<file path="config.mk">
export PLATFORM = sky130hd
export DESIGN_NAME = dpf_branch_prefetch
export DESIGN_NICKNAME = d
export VERILOG_FILES = /design/src/rtl/dpf_pkg.sv /design/src/rtl/dpf_path_fifo.sv /design/src/rtl/dpf_tag_pipe.sv /design/src/rtl/dpf_branch_prefetch.sv
export SDC_FILE = /design/constraint.sdc
export NUM_CORES = 1
export LEC_CHECK = 0
export ABC_AREA = 1
export BUFFER_PORTS_ARGS = -buffer_cell sky130_fd_sc_hd__buf_2
export CORE_MARGIN = 2
export CORE_UTILIZATION = 40
export DETAILED_ROUTE_END_ITERATION = 8
export PLACE_DENSITY = 0.6
export SYNTH_ARGS = -nofsm -noshare
export SYNTH_HDL_FRONTEND = slang
export SYNTH_SLANG_ARGS = --single-unit
</file>
<file path="constraint.sdc">
create_clock -name clk -period 4.3 [get_ports clk]
set_input_delay 0.43 -clock clk [delete_from_list [all_inputs] [get_ports clk]]
set_output_delay 0.43 -clock clk [all_outputs]
set_load 0.1 [all_outputs]
</file>
<file path="src/rtl/dpf_pkg.sv">
// Package: shared types of the dual-path prefetch unit.
// Assumes: nothing beyond SystemVerilog 2017.
package dpf_pkg;

    // Decode-side state: streaming, or holding while a conditional branch waits.
    typedef enum logic {
        ST_RUN  = 1'b0,
        ST_WAIT = 1'b1
    } fetch_state_e;

endpackage

</file>
<file path="src/rtl/dpf_path_fifo.sv">
// Module: tagged word buffer for one fetch path.
// Holds address/word pairs in order; a flush empties it and wins over push/pop.
// Assumes: pop only when not empty, push only when room (guaranteed by issuer).
module dpf_path_fifo #(
    parameter int AW    = 16,
    parameter int DW    = 32,
    parameter int DEPTH = 4,
    parameter int CW    = $clog2(DEPTH + 1)
) (
    input  logic          clk,
    input  logic          rst_n,
    input  logic          flush,
    input  logic          push,
    input  logic [AW-1:0] push_pc,
    input  logic [DW-1:0] push_data,
    input  logic          pop,
    output logic          head_valid,
    output logic [AW-1:0] head_pc,
    output logic [DW-1:0] head_data,
    output logic [CW-1:0] count
);

    localparam int PW = (DEPTH > 1) ? $clog2(DEPTH) : 1;

    logic [AW-1:0] pc_mem  [DEPTH];
    logic [DW-1:0] dat_mem [DEPTH];
    logic [PW-1:0] wr_ptr;
    logic [PW-1:0] rd_ptr;
    logic [CW-1:0] cnt;

    function automatic logic [PW-1:0] ptr_next(input logic [PW-1:0] p);
        return (p == PW'(DEPTH - 1)) ? '0 : p + 1'b1;
    endfunction

    // Storage write: capture a returning word unless the path is being flushed.
    always_ff @(posedge clk) begin
        if (push && !flush) begin
            pc_mem[wr_ptr]  <= push_pc;
            dat_mem[wr_ptr] <= push_data;
        end
    end

    // Pointer and occupancy update; reset and flush both empty the buffer.
    always_ff @(posedge clk) begin
        if (!rst_n || flush) begin
            wr_ptr <= '0;
            rd_ptr <= '0;
            cnt    <= '0;
        end else begin
            if (push) wr_ptr <= ptr_next(wr_ptr);
            if (pop)  rd_ptr <= ptr_next(rd_ptr);
            cnt <= cnt + CW'(push) - CW'(pop);
        end
    end

    assign head_valid = (cnt != '0);
    assign head_pc    = pc_mem[rd_ptr];
    assign head_data  = dat_mem[rd_ptr];
    assign count      = cnt;

    // a push never lands in a full buffer.
    a_r3_no_overflow: assert property (@(posedge clk) disable iff (!rst_n || flush)
        (push && !pop) |-> (cnt < CW'(DEPTH)));

    // decode never reads an empty buffer.
    a_r2_pop_nonempty: assert property (@(posedge clk) disable iff (!rst_n || flush)
        pop |-> (cnt != '0));

endmodule

</file>
<file path="src/rtl/dpf_tag_pipe.sv">
// Module: in-flight fetch tracker for a fixed-latency memory.
// Carries path and address for each request so the word arriving LAT cycles
// later can be steered. Entries of a killed path are dropped, including one
// that returns in the kill cycle.
// Assumes: memory returns data exactly LAT cycles after the request, LAT >= 1.
module dpf_tag_pipe #(
    parameter int AW  = 16,
    parameter int LAT = 3,
    parameter int CW  = $clog2(LAT + 1)
) (
    input  logic          clk,
    input  logic          rst_n,
    input  logic          issue,
    input  logic          issue_path,
    input  logic [AW-1:0] issue_pc,
    input  logic [1:0]    kill,
    output logic          ret_valid,
    output logic          ret_path,
    output logic [AW-1:0] ret_pc,
    output logic [CW-1:0] fly0,
    output logic [CW-1:0] fly1
);

    logic [LAT-1:0] vld;
    logic [LAT-1:0] pth;
    logic [AW-1:0]  pcs [LAT];

    // Shift stage: accept a new request and age the older ones, dropping killed paths.
    always_ff @(posedge clk) begin
        if (!rst_n) begin
            vld <= '0;
        end else begin
            vld[0] <= issue;
            for (int i = 1; i < LAT; i++) begin
                vld[i] <= vld[i-1] && !kill[pth[i-1]];
            end
        end
    end

    // Tag stage: path and address travel alongside the valid bits.
    always_ff @(posedge clk) begin
        pth[0] <= issue_path;
        pcs[0] <= issue_pc;
        for (int i = 1; i < LAT; i++) begin
            pth[i] <= pth[i-1];
            pcs[i] <= pcs[i-1];
        end
    end

    // Count requests still outstanding per path, for flow control.
    always_comb begin
        fly0 = '0;
        fly1 = '0;
        for (int i = 0; i < LAT; i++) begin
            if (vld[i] && !pth[i]) fly0 = fly0 + 1'b1;
            if (vld[i] &&  pth[i]) fly1 = fly1 + 1'b1;
        end
    end

    assign ret_valid = vld[LAT-1] && !kill[pth[LAT-1]];
    assign ret_path  = pth[LAT-1];
    assign ret_pc    = pcs[LAT-1];

    // after a path is killed, nothing of that path remains in flight
    // except a request issued in the same cycle.
    a_r4_kill_path0: assert property (@(posedge clk) disable iff (!rst_n)
        (kill[0] && !(issue && !issue_path)) |=> (fly0 == '0));
    a_r4_kill_path1: assert property (@(posedge clk) disable iff (!rst_n)
        (kill[1] && !(issue && issue_path)) |=> (fly1 == '0));

endmodule

</file>
<file path="src/rtl/dpf_branch_prefetch.sv">
// Module: dual-path branch prefetch unit (top).
// Streams prefetched words to decode. An unconditional branch flushes and
// refetches at the target. A conditional branch keeps the sequential buffer,
// fetches the target into the other buffer in the next slot and holds decode
// until execute resolves the condition.
// Assumes: br_valid only with ir_valid; decode consumes every presented word;
// memory latency fixed at LAT.
module dpf_branch_prefetch #(
    parameter int AW    = 16,
    parameter int DW    = 32,
    parameter int DEPTH = 4,
    parameter int LAT   = 3,
    parameter int SW    = 16
) (
    input  logic          clk,
    input  logic          rst_n,
    output logic          imem_req,
    output logic [AW-1:0] imem_addr,
    input  logic [DW-1:0] imem_rdata,
    output logic          ir_valid,
    output logic [AW-1:0] ir_pc,
    output logic [DW-1:0] ir_instr,
    input  logic          br_valid,
    input  logic          br_cond,
    input  logic [AW-1:0] br_target,
    input  logic          cc_valid,
    input  logic          cc_taken,
    output logic [SW-1:0] stall_cnt
);
    import dpf_pkg::*;

    localparam int FCW = $clog2(DEPTH + 1);
    localparam int TCW = $clog2(LAT + 1);

    fetch_state_e  state;
    logic          act;
    logic          tgt_pend;
    logic [AW-1:0] tgt_addr;
    logic [AW-1:0] fetch_pc;
    logic [SW-1:0] stall_q;

    logic          f_head_v [2];
    logic [AW-1:0] f_head_pc[2];
    logic [DW-1:0] f_head_d [2];
    logic [FCW-1:0] f_cnt   [2];
    logic          f_push   [2];
    logic          f_pop    [2];
    logic [1:0]    kill;
    logic [TCW-1:0] fly     [2];

    logic          ret_valid;
    logic          ret_path;
    logic [AW-1:0] ret_pc;

    logic          unc_fire, cnd_fire, resolve, res_taken, res_fall;
    logic          iss, iss_path, iss_inline, room_act;
    logic [AW-1:0] iss_pc;

    // Decode-side view of the active buffer.
    assign ir_valid = (state == ST_RUN) && f_head_v[act];
    assign ir_pc    = f_head_pc[act];
    assign ir_instr = f_head_d[act];

    assign unc_fire  = ir_valid && br_valid && !br_cond;
    assign cnd_fire  = ir_valid && br_valid &&  br_cond;
    assign resolve   = (state == ST_WAIT) && cc_valid;
    assign res_taken = resolve &&  cc_taken;
    assign res_fall  = resolve && !cc_taken;
    assign room_act  = (int'(f_cnt[act]) + int'(fly[act])) < DEPTH;

    // Fetch slot arbitration: target first, otherwise sequential when there is room.
    always_comb begin
        iss        = 1'b0;
        iss_inline = 1'b0;
        iss_path   = act;
        iss_pc     = fetch_pc;
        if (unc_fire) begin
            iss = 1'b0;
        end else if (tgt_pend) begin
            if (!res_fall) begin
                iss      = 1'b1;
                iss_path = ~act;
                iss_pc   = tgt_addr;
            end
        end else if (res_taken) begin
            iss = 1'b0;
        end else if (room_act) begin
            iss        = 1'b1;
            iss_inline = 1'b1;
        end
    end

    // Path discard: sequential path on redirect or taken, target path on fall-through.
    always_comb begin
        kill = 2'b00;
        if (unc_fire || res_taken) kill[act]  = 1'b1;
        if (res_fall)              kill[~act] = 1'b1;
    end

    assign imem_req  = iss;
    assign imem_addr = iss_pc;

    dpf_tag_pipe #(.AW(AW), .LAT(LAT), .CW(TCW)) u_tags (
        .clk        (clk),
        .rst_n      (rst_n),
        .issue      (iss),
        .issue_path (iss_path),
        .issue_pc   (iss_pc),
        .kill       (kill),
        .ret_valid  (ret_valid),
        .ret_path   (ret_path),
        .ret_pc     (ret_pc),
        .fly0       (fly[0]),
        .fly1       (fly[1])
    );

    for (genvar p = 0; p < 2; p++) begin : g_path
        assign f_push[p] = ret_valid && (ret_path == 1'(p));
        assign f_pop[p]  = ir_valid && (act == 1'(p));

        dpf_path_fifo #(.AW(AW), .DW(DW), .DEPTH(DEPTH), .CW(FCW)) u_buf (
            .clk        (clk),
            .rst_n      (rst_n),
            .flush      (kill[p]),
            .push       (f_push[p]),
            .push_pc    (ret_pc),
            .push_data  (imem_rdata),
            .pop        (f_pop[p]),
            .head_valid (f_head_v[p]),
            .head_pc    (f_head_pc[p]),
            .head_data  (f_head_d[p]),
            .count      (f_cnt[p])
        );
    end

    // Sequencing: fetch pointer, branch wait state and active path selection.
    always_ff @(posedge clk) begin
        if (!rst_n) begin
            state    <= ST_RUN;
            act      <= 1'b0;
            tgt_pend <= 1'b0;
            tgt_addr <= '0;
            fetch_pc <= '0;
        end else begin
            if (unc_fire)        fetch_pc <= br_target;
            else if (res_taken)  fetch_pc <= tgt_addr + 1'b1;
            else if (iss_inline) fetch_pc <= fetch_pc + 1'b1;

            if (tgt_pend) tgt_pend <= 1'b0;

            if (cnd_fire) begin
                state    <= ST_WAIT;
                tgt_pend <= 1'b1;
                tgt_addr <= br_target;
            end else if (resolve) begin
                state <= ST_RUN;
                if (cc_taken) act <= ~act;
            end
        end
    end

    // Idle-decode counter, saturating.
    always_ff @(posedge clk) begin
        if (!rst_n)                          stall_q <= '0;
        else if (!ir_valid && stall_q != '1) stall_q <= stall_q + 1'b1;
    end

    assign stall_cnt = stall_q;

    // first cycle out of reset requests address 0 with decode idle.
    a_r1_start_at_zero: assert property (@(posedge clk) disable iff (!rst_n)
        (!$past(rst_n) && rst_n) |-> (imem_req && imem_addr == '0 && !ir_valid));

    // unconditional branch redirects the next request and leaves a bubble.
    a_r4_redirect: assert property (@(posedge clk) disable iff (!rst_n)
        (ir_valid && br_valid && !br_cond) |=>
            (imem_req && imem_addr == $past(br_target) && !ir_valid));

    // conditional branch uses the next slot for its target.
    a_r5_target_slot: assert property (@(posedge clk) disable iff (!rst_n)
        (ir_valid && br_valid && br_cond) |=>
            ((cc_valid && !cc_taken) || (imem_req && imem_addr == $past(br_target))));

    // decode is withheld in the cycle after a conditional branch.
    a_r6_hold_after_cond: assert property (@(posedge clk) disable iff (!rst_n)
        (ir_valid && br_valid && br_cond) |=> !ir_valid);

    // idle cycles advance the counter, busy cycles leave it alone.
    a_r10_stall_count: assert property (@(posedge clk) disable iff (!rst_n)
        (!ir_valid && stall_cnt != '1) |=> (stall_cnt == $past(stall_cnt) + 1'b1));
    a_r10_stall_hold: assert property (@(posedge clk) disable iff (!rst_n)
        ir_valid |=> $stable(stall_cnt));

endmodule

</file>
== Word-level counts from Yosys, hierarchy flattened ==
Memory sizes are Yosys's and may differ from the RTL's. A register that Yosys moved wholly into a read port is not among the register bits.
Index checks and enable logic that the tools add are counted.

* Memory bits (writable): 432
* Output and inout bits: 82
* Word-level logic and storage cells: 168
* Flip-flop bits (word level): 71
* Memories: 5
* Input port bits: 54

* Muxes and demuxes: 68
* Magnitude comparators: 9
* Bitwise logic cells: 6
* Equality and inequality tests: 5
* Add/subtract/negate cells: 16
* Reductions and logical operators: 45

{| class="wikitable"
|+ Memories
! memory !! depth !! bits a word !! read ports !! clocked after Yosys merged registers in !! write ports !! RTL line !! source
|-
| g_path[0].u_buf.dat_mem || 4 || 32 || 1 || 1 || 1 || dpf_path_fifo.sv:26 || <nowiki>logic [DW-1:0] dat_mem [DEPTH];</nowiki>
|-
| g_path[1].u_buf.dat_mem || 4 || 32 || 1 || 1 || 1 || dpf_path_fifo.sv:26 ||
|-
| g_path[0].u_buf.pc_mem || 4 || 16 || 1 || 1 || 1 || dpf_path_fifo.sv:25 || <nowiki>logic [AW-1:0] pc_mem [DEPTH];</nowiki>
|-
| g_path[1].u_buf.pc_mem || 4 || 16 || 1 || 1 || 1 || dpf_path_fifo.sv:25 ||
|-
| u_tags.pcs || 3 || 16 || 3 || 0 || 3 || dpf_tag_pipe.sv:26 || <nowiki>logic [AW-1:0] pcs [LAT];</nowiki>
|}

{| class="wikitable"
|+ Operators with widths
! cell !! count
|-
| 2-to-1 mux 16 bit || 9
|-
| 2-to-1 mux 32 bit || 3
|-
| adder 16 x 1 -> 16 bit (second input constant) || 3
|-
| 2-to-1 mux 2 bit || 21
|-
| 2-to-1 mux 1 bit || 30
|-
| logical AND 1 bit || 25
|-
| adder 2 x 1 -> 2 bit (second input constant) || 8
|-
| != test 16 bit (second input constant) || 1
|-
| zero test 1 bit || 12
|-
| < comparator 1 x 2 -> 1 bit (second input constant) || 5
|-
| 2-to-1 mux 3 bit || 3
|-
| nonzero test 3 bit || 3
|-
| == test 2 bit (second input constant) || 4
|-
| adder 3 x 1 -> 3 bit || 2
|-
| subtractor 3 x 1 -> 3 bit || 2
|-
| adder 3 x 2 -> 4 bit || 1
|-
| < comparator 4 x 3 -> 1 bit (second input constant) || 1
|-
| NOT 1 bit || 4
|-
| logical OR 1 bit || 3
|-
| AND reduction 3 bit || 1
|-
| demux 1 bit (select 1 bit) || 2
|-
| greater-or-equal comparator 1 bit (second input constant) || 2
|-
| greater-or-equal comparator 2 bit (second input constant) || 1
|-
| NOT 1 -> 2 bit || 1
|-
| other kinds (2) || 2
|}

== Depth between registers and ports, before layout ==
Gate-level depths: netlist of run 1.

* Depth in word-level cells: 19
* Gate-level depth with buffers: 17

== By module ==
A second synthesis of run 1 with hierarchy kept.

* Cells, all modules: 2,040
* Area total of the unflattened synthesis: 21,416.8 sq um

{| class="wikitable"
|+ Modules (own cells, without submodules)
! module !! area an instance (sq um) !! instances !! cells each
|-
| dpf_path_fifo || 8,052.7 || 2 || 621
|-
| dpf_branch_prefetch || 3,913.8 || 1 || 690
|-
| dpf_tag_pipe || 1,397.6 || 1 || 108
|}

== Worst setup path after synthesis of run 1 ==
OpenSTA, ideal clock, no wires.

* Path kind: register to output
* Start point: reg act
* End point: out imem_addr[10]
* Data required time: 3.870 ns
* Arrival time: 3.492 ns
* Cell stages (with the launch flop): 9
* Path slack: 0.378 ns
* Cells stage by stage: dfxtp_1 > buf_4 > inv_4 > nor2_2 > nor2_8 > nand3_4 > nand3_1 > buf_2 > o21ai_0

* Word-level cells in the longest chain between the ends: 8

{| class="wikitable"
|+ RTL lines
! what !! RTL line !! source
|-
| from (decl) || dpf_branch_prefetch.sv:36 || <nowiki>logic act;</nowiki>
|-
| from (signal assigned) || dpf_branch_prefetch.sv:157 || <nowiki>if (cc_taken) act <= ~act;</nowiki>
|-
| NOT 1 -> 2 bit (implied by the code) || dpf_branch_prefetch.sv:60 || <nowiki>assign ir_valid = (state == ST_RUN) && f_head_v[act];</nowiki>
|-
| 2-to-1 mux 1 bit (implied by the code) (3 in series) || dpf_branch_prefetch.sv:60 ||
|-
| logical AND 1 bit || dpf_branch_prefetch.sv:60 ||
|-
| named net ir_valid || dpf_branch_prefetch.sv:20 || <nowiki>output logic ir_valid,</nowiki>
|-
| logical AND 1 bit (2 in series) || dpf_branch_prefetch.sv:64 || <nowiki>assign unc_fire = ir_valid && br_valid && !br_cond;</nowiki>
|-
| 2-to-1 mux 16 bit || dpf_branch_prefetch.sv:77 || <nowiki>if (unc_fire) begin</nowiki>
|-
| to (decl) || dpf_branch_prefetch.sv:18 || <nowiki>output logic [AW-1:0] imem_addr,</nowiki>
|}

The timed path passes the listed nets, and every way through them passes these cells. The select of a mux whose other input is x is not followed.

==> reports/summary.txt, run 1 <==
CP most frequent cell = sky130_fd_sc_hd__nor2_1
Tot GR Track Use = 17.8%
Cells traversed along the worst timing path = inv_2, buf_4, nor2_1, o32ai_1, nor2_1, a31oi_1, buf_2
Part of the Yosys area used for sequential elements = 69.2%
Routing layer with the top usage in global route = met2
Pwr dens = 678 mW/mm2
Signed area change from the synthesized netlist to the final layout = 16.8%
Cell count of the worst hold path = 3
CTS tree = yes
Required time at the worst-slack endpoint = 3.87 ns
Switching portion of total power = 40.6%
NetSw = 6.50 mW
Count of final max-slew check failures = 0
DR iter-0 viols = 970
Area of all placed cells without fillers = 0.0236 mm2
Sequential standard cell area = 0.0140 mm2
CP max stage cell = sky130_fd_sc_hd__dfxtp_4
Crit Path Category = reg2out
Number of input and output port buffers inserted = 135
Total clock buffers created by CTS = 53
Core area = 0.0501 mm2
Number of buffer and inverter instances along the worst setup path = 3
Number of placed I/O pins = 136
Largest vdd supply drop = 0.664 mV
Average cell area after synthesis = 11.1 um2
Clock transition time at the flip-flop clock pins of the worst setup and hold paths = 0.06 ns
Number of instances in the synthesized netlist = 1825
Post-route antenna net violation count = 0
Root buffer cell = sky130_fd_sc_hd__clkbuf_16
Wire length of the first global-routing pass = 73900 um
RD Place Congestion = 0.836
Die extent in x = 229 um
EDFF count, synth = 384
Number of antenna violations at the first check in global routing = 1
Post-Syn Area = 0.0202 mm2
Fraction of post-synthesis cell area in the top cell type by area = 57.0%
Number of synthesis warnings = 0
Area of combinational cells with multiple inputs = 0.00552 mm2
Slew at the pin closest to its max-slew limit = 1.08 ns
Instance area after placement = 0.0219 mm2
Int Pwr = 9.53 mW
Num Clock Sinks = 507
Number of fill cells in the layout = 4669
Netlist cell types = 42
Antenna diode count = 0
Detailed-routing iteration count for the pre-antenna-repair pass = 5
Layout Skew = 0.0187 ns
Most frequent standard cell in the layout excluding fill and tap cells = sky130_fd_sc_hd__nor2_1
Number of global-route vias before repair = 13400
Die Footprint = 0.0524 mm2
Status = complete, no violations
Final net count = 2022
Critical path startpoint category = flip-flop
R2r worst-path depth = 15
Kind of cell adding the most delay to the critical path = buffers and inverters
H-tree levels = 2
Worst slew margin = 27.9%
Kind of end point of the critical path = output port
Longest Clk Path Bufs = 3
Post-CTS resize count = 0
Global-route congestion overflow total = 0
Number of buffers added to fix hold violations after cts = 0
HPWL reported at the end of detailed placement = 27500 um
Reported max-cap violation count = 0
Pin count of the biggest net entering global routing = 98
Minimum period implied by the final worst setup slack = 3.70 ns
Leading cell types in the layout, fill and taps excluded = sky130_fd_sc_hd__nor2_1, sky130_fd_sc_hd__edfxtp_1, sky130_fd_sc_hd__o21ai_0
Path length in cells of the critical path = 7
Grt met1 use = 24.0%
FMAX = 270 MHz
RSZ-0062 raised after global routing = false
Buffers inserted during post-CTS setup optimization = 0
Vias per inst = 5.15
Static leakage power = 8.51 nW
Async SR Flop Fraction = 0%
Class of the worst hold path = in2reg
DR vias = 13700
Relative contribution of sequential cells to total power = 38.1%
Met2 track demand over resource in global routing = 29.5%
Share of layout cells above drive strength 1 = 14.5%
Final WL = 46900 um
Combinational share of power = 34.1%
Prevailing post-synth register cell = sky130_fd_sc_hd__edfxtp_1
Number of DRC violations after detailed routing = 0
Crit share post-route = 86.2%
Post-Route Setup TNS = 0 ns
Synthesized flop and latch total = 507
Routed length per instance = 17.6 um
Cell row count = 82
Largest fanout on the critical path = 97
Area contributors post-synth = sky130_fd_sc_hd__edfxtp_1, sky130_fd_sc_hd__dfxtp_1, sky130_fd_sc_hd__nor2_1
Clock insertion delay at the later pin of the skew report = 0.59 ns
Die span in y = 229 um
Final setup viols = 0
CP arrival = 3.27 ns
Met3 usage = 3.85%
Initial Utilization = 40.4%
Clock network fraction of design power = 27.8%
Highest cell delay on the worst timing path = 0.61 ns
Hold Vio Cnt, Final = 0
Net count after synthesis = 1902
Most area-hungry cell type in the Yosys netlist = sky130_fd_sc_hd__edfxtp_1
[worst min-delay path, cell delays in order]
cell and delay (ns):
sky130_fd_sc_hd__buf_2 0.09, sky130_fd_sc_hd__nor2_1 0.04, sky130_fd_sc_hd__nor2_1 0.08
[synthesized netlist by cell type, types with 3 or more instances]
cell / count
sky130_fd_sc_hd__nand2_1: 170
sky130_fd_sc_hd__buf_2: 21
sky130_fd_sc_hd__nand2_2: 5
sky130_fd_sc_hd__o21ai_0: 179
sky130_fd_sc_hd__nand3_2: 3
sky130_fd_sc_hd__buf_1: 6
sky130_fd_sc_hd__nor2_2: 5
sky130_fd_sc_hd__nor2_1: 469
sky130_fd_sc_hd__or2_2: 3
sky130_fd_sc_hd__xor2_1: 8
sky130_fd_sc_hd__nand4_1: 22
sky130_fd_sc_hd__xnor2_1: 5
sky130_fd_sc_hd__o32ai_1: 48
sky130_fd_sc_hd__dfxtp_1: 123
sky130_fd_sc_hd__edfxtp_1: 384
sky130_fd_sc_hd__clkbuf_1: 67
sky130_fd_sc_hd__inv_1: 90
sky130_fd_sc_hd__inv_2: 4
sky130_fd_sc_hd__nor3_1: 10
sky130_fd_sc_hd__o21ai_1: 21
sky130_fd_sc_hd__a21oi_1: 60
sky130_fd_sc_hd__ha_1: 21
sky130_fd_sc_hd__nand3_1: 25
sky130_fd_sc_hd__a31oi_1: 48
[metal layers]
layer	part of all wire, %	up-vias
met4	1.8	2
met5	0.028	-
met2	48	342
met3	5.7	63
met1	45	6700
li1	-	6603
[power groups by stage]
stage / combinational [mW] / sequential, mW / clock, mW
floorplan: 4.29 / 6.11 / 0
global placement: 5.47 / 6.20 / 0
detailed placement: 5.49 / 6.21 / 0
CTS: 5.51 / 6.11 / 4.58
global route: 5.82 / 6.17 / 4.77
finish: 5.47 / 6.11 / 4.46
[path summary, 6_finish.rpt]
path                                         from                  endpoint  slack (ns)
worst min-delay path                 br_target[0]               tgt_addr[0]        0.08
worst max-delay path                    flip-flop              ir_instr[27]        0.60
worst min register to register  u_tags.pcs[0][22]         u_tags.pcs[0][38]        0.32
worst max register to register                act  g_path[1].u_buf.count[2]        1.14
[kinds of logic after synthesis]
family / Yosys count / share of synthesized area [%]
muxes: 2 / 0.111
xor gates and xnor gates: 13 / 0.563
adders and majority gates: 23 / 1.50
DFF: 507 / 69.2
and+or+nand+nor: 720 / 14.5
AOI/OAI and AO/OA: 365 / 10.3
buffers and inverters: 195 / 3.87
[sequential cells by signal, summed over array words and instances (netlist names), 3 cells and up, named ones only]
signal	count
g_path.u_buf.wr_ptr	4
g_path.u_buf.rd_ptr	4
stall_cnt	16
g_path.u_buf.dat_mem	256
u_tags.vld	3
u_tags.pcs	48
g_path.u_buf.count	6
tgt_addr	16
fetch_pc	16
g_path.u_buf.pc_mem	128
u_tags.pth	3
[area by class of cell]
class,instances,area share (%)
timing repair buffer,163,5.03
tap,672,3.56
clock buffer,69,6.34
multi-input combinational,1123,23.3
inverter,97,1.55
clock inverter,29,0.937
sequential,507,59.2
[per-stage QoR]
stage	hold slack [ns]	setup WS [ns]	instances	utilization (%)	power, mW
floorplan	0.310	0.378	1825	-	10.4
global placement	0.312	1.22	2562	43.8	11.7
detailed placement	0.312	1.13	2562	43.8	11.7
CTS	0.0496	0.601	2660	47.2	16.2
global route	0.0768	0.433	2660	47.2	16.8
finish	0.0786	0.595	2660	47.2	16.0
Power figures use the tool's default switching activity.
==> inputs of run 2 (changes only) <==
- PLACE_DENSITY: 0.6 -> unset
- PLACE_DENSITY_LB_ADDON: unset -> 0.08
==> run 2 against run 1 <==
Clock-buffer cell count grew 4; first-iteration DRC count shrank 7.9%; final cell count is the same; global-route usage grew 0.69 points; register-to-register slack lost 0.33 ns; design area grew 0.32%; critical path depth grew 1; utilization grew 0.15 points; combinational power grew 1%; critical path type unchanged; largest power group unchanged.
==> reports/summary.txt, run 2 (same netlist as run 1, synthesis figures left out) <==
Die extent in x = 229 um (unchanged)
Cell row count = 82 (unchanged)
Final net count = 2020 (was 2022)
Number of global-route vias before repair = 13200 (was 13400)
Clock network fraction of design power = 28.6% (was 27.8%)
Largest fanout on the critical path = 32 (was 97)
Initial Utilization = 40.4% (unchanged)
Class of the worst hold path = in2reg (unchanged)
Largest vdd supply drop = 0.379 mV (was 0.664 mV)
Top flop regs = g_path.u_buf.dat_mem (256), g_path.u_buf.pc_mem (128), u_tags.pcs (48) (unchanged)
Routed length per instance = 18.4 um (was 17.6 um)
Number of input and output port buffers inserted = 135 (unchanged)
FMAX = 274 MHz (was 270 MHz)
Met3 usage = 2.99% (was 3.85%)
Die span in y = 229 um (unchanged)
Origin of the worst min-delay path = br_target[2] (was br_target[0])
NetSw = 6.60 mW (was 6.50 mW)
Hold Vio Cnt, Final = 0 (unchanged)
Register containing the most flip-flops in the final layout = g_path.u_buf.dat_mem (unchanged)
Clock transition time at the flip-flop clock pins of the worst setup and hold paths = 0.06 ns (about the same)
DR vias = 13400 (was 13700)
Slew at the pin closest to its max-slew limit = 1.04 ns (was 1.08 ns)
Required time at the worst-slack endpoint = 3.87 ns (about the same)
Layout Skew = 0.0131 ns (was 0.0187 ns)
Int Pwr = 9.69 mW (was 9.53 mW)
Number of antenna violations at the first check in global routing = 2 (was 1)
Met2 track demand over resource in global routing = 31.5% (was 29.5%)
Worst reg2reg startpoint = act (unchanged)
Pin count of the biggest net entering global routing = 84 (was 98)
Minimum period implied by the final worst setup slack = 3.65 ns (was 3.70 ns)
Global-route congestion overflow total = 0 (unchanged)
Clock insertion delay at the later pin of the skew report = 0.59 ns (about the same)
Total clock buffers created by CTS = 53 (unchanged)
Critical path startpoint category = flip-flop (unchanged)
Number of DRC violations after detailed routing = 0 (unchanged)
CTS tree = yes (unchanged)
Antenna diode count = 0 (unchanged)
Buffers inserted during post-CTS setup optimization = 0 (unchanged)
Static leakage power = 8.55 nW (was 8.51 nW)
Number of placed I/O pins = 136 (unchanged)
DR iter-0 viols = 893 (was 970)
RD Place Congestion = 0.841 (was 0.836)
Final WL = 48800 um (was 46900 um)
Startpoint of the worst setup timing path = act
Num Clock Sinks = 507 (unchanged)
Leading cell types in the layout, fill and taps excluded = sky130_fd_sc_hd__nor2_1, sky130_fd_sc_hd__edfxtp_1, sky130_fd_sc_hd__o21ai_0 (unchanged)
Post-route antenna net violation count = 0 (unchanged)
Count of final max-slew check failures = 0 (unchanged)
Number of buffers added to fix hold violations after cts = 0 (unchanged)
Die Footprint = 0.0524 mm2 (unchanged)
Reported max-cap violation count = 0 (unchanged)
Post-Route Setup TNS = 0 ns (unchanged)
CP arrival = 3.22 ns (was 3.27 ns)
Status = complete, no violations (unchanged)
Root buffer cell = sky130_fd_sc_hd__clkbuf_16 (unchanged)
Worst slew margin = 30.4% (was 27.9%)
Longest Clk Path Bufs = 3 (unchanged)
Signed area change from the synthesized netlist to the final layout = 17.2% (was 16.8%)
Number of flip-flops under the largest register name = 256 (unchanged)
Detailed-routing iteration count for the pre-antenna-repair pass = 5 (unchanged)
HPWL reported at the end of detailed placement = 27500 um (about the same)
RSZ-0062 raised after global routing = false (unchanged)
Design Power = 16.3 mW (was 16.0 mW)
Vias per inst = 5.02 (was 5.15)
Share of layout cells above drive strength 1 = 14.6% (was 14.5%)
Crit Path Category = reg2out (unchanged)
Relative contribution of sequential cells to total power = 37.5% (was 38.1%)
Routing layer with the top usage in global route = met2 (unchanged)
Pwr dens = 687 mW/mm2 (was 678 mW/mm2)
Crit share post-route = 84.9% (was 86.2%)
Post-CTS resize count = 0 (unchanged)
Combinational share of power = 33.9% (was 34.1%)
Tot GR Track Use = 18.5% (was 17.8%)
Kind of end point of the critical path = output port (unchanged)
Switching portion of total power = 40.5% (was 40.6%)
Final setup viols = 0 (unchanged)
Grt met1 use = 24.6% (was 24.0%)
Most frequent standard cell in the layout excluding fill and tap cells = sky130_fd_sc_hd__nor2_1 (unchanged)
Core area = 0.0501 mm2 (unchanged)
H-tree levels = 2 (unchanged)
Wire length of the first global-routing pass = 75800 um (was 73900 um)
[run 2: power by group through the flow]
stage	sequential [mW]	combinational, mW	clock [mW]
2_1_floorplan	6.11	4.29	0
3_3_place_gp	6.20	5.56	0
3_5_place_dp	6.22	5.57	0
4_1_cts	6.11	5.59	4.79
5_1_grt	6.16	5.89	4.96
6_report	6.11	5.53	4.66
[run 2: layout make-up]
type | instances | area [um2]
Timing Repair Buffer | 161 | 1170
Sequential cell | 507 | 14000
Multi-Input combinational cell | 1123 | 5520
Inverter | 97 | 368
Clock buffer | 73 | 1540
Tap cell | 672 | 841
Fill cell | 4693 | 26400
Clock inverter | 27 | 272
[run 2: final timing paths]
check                                           endpoint  slack [ns]  depth (start not counted)
worst max-delay path                        imem_addr[3]        0.65                          8
worst min-delay path                         tgt_addr[2]        0.11                          3
worst max register to register  g_path[1].u_buf.count[2]        0.81                         16
worst min register to register         u_tags.pcs[0][39]        0.33                          0
[run 2: metrics by stage]
stage | utilization (%) | setup WS [ns] | instances | instance area, um2 | hold WS (ns)
5_1_grt | 47.4 | 0.459 | 2660 | 23700 | 0.0965
6_report | 47.4 | 0.650 | 2660 | 23700 | 0.111
3_3_place_gp | 43.8 | 0.821 | 2560 | 21900 | 0.310
3_5_place_dp | 43.8 | 0.784 | 2560 | 21900 | 0.312
2_1_floorplan | - | 0.378 | 1825 | 20200 | 0.310
4_1_cts | 47.4 | 0.588 | 2660 | 23700 | 0.0789
[run 2: routing by layer]
metal	vias to the layer above	share of wire [%]	wire length [um]
met3	67	4.4	2150
met5	-	0.027	13
met2	257	48	23500
li1	6613	-	-
met1	6418	45	22200
met4	2	2.1	1010
[run 2: critical path: stages, from the launching register on]
cell and delay, ns:
sky130_fd_sc_hd__dfxtp_1 0.49, sky130_fd_sc_hd__inv_4 0.19, sky130_fd_sc_hd__nor2_2 0.26, sky130_fd_sc_hd__nor2_8 0.09, sky130_fd_sc_hd__nand3_4 0.26, sky130_fd_sc_hd__nand3_1 0.18, sky130_fd_sc_hd__buf_4 0.28, sky130_fd_sc_hd__o21ai_0 0.60
sky130_fd_sc_hd__buf_12 0.26
==> inputs of run 3 (changes only) <==
- clock period: 4.3 -> 3.8 ns (I/O delays scaled with it)
==> run 3 against run 2 <==
Sequential share of layout area fell by 0.44 points; clock power rose by 16%; die area did not move; power rose by 14%; critical path type unchanged; clock skew rose by 0.0045 ns; final cell count rose by 0.15%; wire length fell by 1.6%; first-iteration DRC count fell by 24%; design area rose by 0.74%; combinational power rose by 12%; utilization rose by 0.35 points; sequential power rose by 15%.
==> reports/summary.txt, run 3 (same netlist as run 1, synthesis figures left out) <==
Area of combinational cells with multiple inputs = 0.00552 mm2 (unchanged)
Status = complete, no violations (unchanged)
Reported max-cap violation count = 0 (unchanged)
Most frequent standard cell in the layout excluding fill and tap cells = sky130_fd_sc_hd__nor2_1 (unchanged)
Cell row count = 82 (unchanged)
Class of the worst hold path = in2reg (unchanged)
DR vias = 13400 (about the same)
Wire length of the first global-routing pass = 76100 um (was 75800 um)
Cell count of the worst hold path = 3 (unchanged)
R2R Path End = g_path[1].u_buf.count[2] (unchanged)
Crit share post-route = 89.7%
Layout Skew = 0.0176 ns (was 0.0131 ns)
Switching portion of total power = 40.2% (was 40.5%)
Die extent in x = 229 um (unchanged)
Met2 routed WL = 23200 um (was 23500 um)
Buffers inserted during post-CTS setup optimization = 0 (unchanged)
Largest vdd supply drop = 0.578 mV (was 0.379 mV)
Post-Route Setup TNS = 0 ns (unchanged)
Detailed-routing iteration count for the pre-antenna-repair pass = 5 (unchanged)
Crit Path Category = reg2out (unchanged)
Initial Utilization = 40.4% (unchanged)
Pin count of the biggest net entering global routing = 108 (was 84)
CTS tree = yes (unchanged)
DR iter-0 viols = 682 (was 893)
Worst reg2reg startpoint = act (unchanged)
Final WL = 48000 um (was 48800 um)
Clock network fraction of design power = 29.1% (was 28.6%)
Number of input and output port buffers inserted = 135 (unchanged)
RSZ-0062 raised after global routing = false (unchanged)
Number of DRC violations after detailed routing = 0 (unchanged)
Minimum setup slack among reg-to-reg paths = 0.65 ns (was 0.81 ns)
Number of fill cells in the layout = 4610 (was 4693)
Largest fanout on the critical path = 107 (was 32)
Clock transition time at the flip-flop clock pins of the worst setup and hold paths = 0.06 ns (about the same)
Relative contribution of sequential cells to total power = 37.7% (was 37.5%)
Die span in y = 229 um (unchanged)
Slew at the pin closest to its max-slew limit = 0.940 ns (was 1.04 ns)
Static leakage power = 8.61 nW (was 8.55 nW)
Instance area after placement = 0.0220 mm2 (was 0.0219 mm2)
HPWL reported at the end of detailed placement = 27800 um (was 27500 um)
Critical path startpoint category = flip-flop (unchanged)
Pwr dens = 779 mW/mm2 (was 687 mW/mm2)
Final net count = 2024 (was 2020)
Signed area change from the synthesized netlist to the final layout = 18.1% (was 17.2%)
Met1 routed wirelength after detailed routing = 21800 um (was 22200 um)
Vias per inst = 5.04 (was 5.02)
Clock insertion delay at the later pin of the skew report = 0.60 ns (was 0.59 ns)
Count of final max-slew check failures = 0 (unchanged)
FMAX = 293 MHz
Area of all placed cells without fillers = 0.0239 mm2 (was 0.0237 mm2)
Number of buffers added to fix hold violations after cts = 0 (unchanged)
Register containing the most flip-flops in the final layout = g_path.u_buf.dat_mem (unchanged)
Post-route worst hold slack = 0.0617 ns (was 0.111 ns)
Top flop regs = g_path.u_buf.dat_mem (256), g_path.u_buf.pc_mem (128), u_tags.pcs (48) (unchanged)
Wire length on met3 = 2100 um (was 2150 um)
Sequential standard cell area = 0.0140 mm2 (unchanged)
End point of the most critical hold path = tgt_addr[0] (was tgt_addr[2])
Hold Vio Cnt, Final = 0 (unchanged)
Leading cell types in the layout, fill and taps excluded = sky130_fd_sc_hd__nor2_1, sky130_fd_sc_hd__edfxtp_1, sky130_fd_sc_hd__o21ai_0 (unchanged)
Number of global-route vias before repair = 13400 (was 13200)
Root buffer cell = sky130_fd_sc_hd__clkbuf_16 (unchanged)
RD Place Congestion = 0.798 (was 0.841)
Kind of end point of the critical path = output port (unchanged)
H-tree levels = 2 (unchanged)
Design Power = 18.6 mW (was 16.3 mW)
NetSw = 7.47 mW (was 6.60 mW)
Int Pwr = 11.1 mW (was 9.69 mW)
Number of antenna violations at the first check in global routing = 0 (was 2)
Routed length per instance = 18.0 um (was 18.4 um)
Worst slew margin = 37.3% (was 30.4%)
Required time at the worst-slack endpoint = 3.42 ns (was 3.87 ns)
Combinational share of power = 33.2% (was 33.9%)
CP arrival = 3.03 ns (was 3.22 ns)
R2r worst-path depth = 15 (was 16)
Total clock buffers created by CTS = 54 (was 53)
Die Footprint = 0.0524 mm2 (unchanged)
Number of placed I/O pins = 136 (unchanged)
Number of flip-flops under the largest register name = 256 (unchanged)
Global-route congestion overflow total = 0 (unchanged)
Longest Clk Path Bufs = 3 (unchanged)
Num Clock Sinks = 507 (unchanged)
Post-route antenna net violation count = 0 (unchanged)
Final setup viols = 0 (unchanged)
Core area = 0.0501 mm2 (unchanged)
Tot GR Track Use = 18.5% (about the same)
Post-CTS resize count = 0 (unchanged)
Origin of the worst min-delay path = br_target[0] (was br_target[2])
Top layer in use = met4 (was met5)
Share of layout cells above drive strength 1 = 14.8% (was 14.6%)
Minimum period implied by the final worst setup slack = 3.41 ns
Antenna diode count = 0 (unchanged)
Core Util, Final = 47.7% (was 47.4%)
[run 3: power groups by stage]
stage | Clock, mW | Sequential, mW | Combinational, mW
finish | 5.42 | 7.01 | 6.17
floorplan | 0 | 6.92 | 4.85
global placement | 0 | 7.12 | 6.20
detailed placement | 0 | 7.13 | 6.22
global route | 5.77 | 7.08 | 6.60
CTS | 5.57 | 7.02 | 6.23
[run 3: layout make-up]
cell class / instances / share of cell area (%)
tap: 672 / 3.52
clock inverter: 28 / 1.36
inverter: 97 / 1.54
timing repair buffer: 164 / 5.44
clock buffer: 73 / 6.42
multi-input combinational: 1123 / 23.1
sequential: 507 / 58.6
[run 3: how the worst max path moves through the flow]
stage	to	depth (start not counted)	from
after floorplan	imem_addr[10]	8	act
after global placement	g_path[1].u_buf.count[2]	15	act
after detailed placement	g_path[1].u_buf.count[2]	15	act
after CTS	imem_req	12	act
after global routing	imem_req	12	act
final	imem_req	12	act
[run 3: stage by stage]
step                      setup slack, ns  cells
after floorplan                   -0.0719   1825
after global placement              0.699   2563
after detailed placement            0.636   2563
after CTS                           0.298   2664
after global routing               0.0535   2664
final                               0.390   2664
[run 3: routing by layer]
layer,up-vias,GRT usage [%]
met3,72,3.41
met4,0,4.91
met5,-,0
li1,6620,-
met1,6495,24.4
met2,249,31.5
[run 3: critical path, stage by stage (launching register included)]
cell and delay, ns:
sky130_fd_sc_hd__dfxtp_1 0.40, sky130_fd_sc_hd__inv_4 0.12, sky130_fd_sc_hd__buf_12 0.42, sky130_fd_sc_hd__o21ai_0 0.17, sky130_fd_sc_hd__a21oi_1 0.16, sky130_fd_sc_hd__a21oi_1 0.06, sky130_fd_sc_hd__ha_1 0.20, sky130_fd_sc_hd__nor2_1 0.08
sky130_fd_sc_hd__o211ai_1 0.08, sky130_fd_sc_hd__a21oi_1 0.26, sky130_fd_sc_hd__nand2_1 0.14, sky130_fd_sc_hd__nand2_1 0.14, sky130_fd_sc_hd__buf_12 0.19
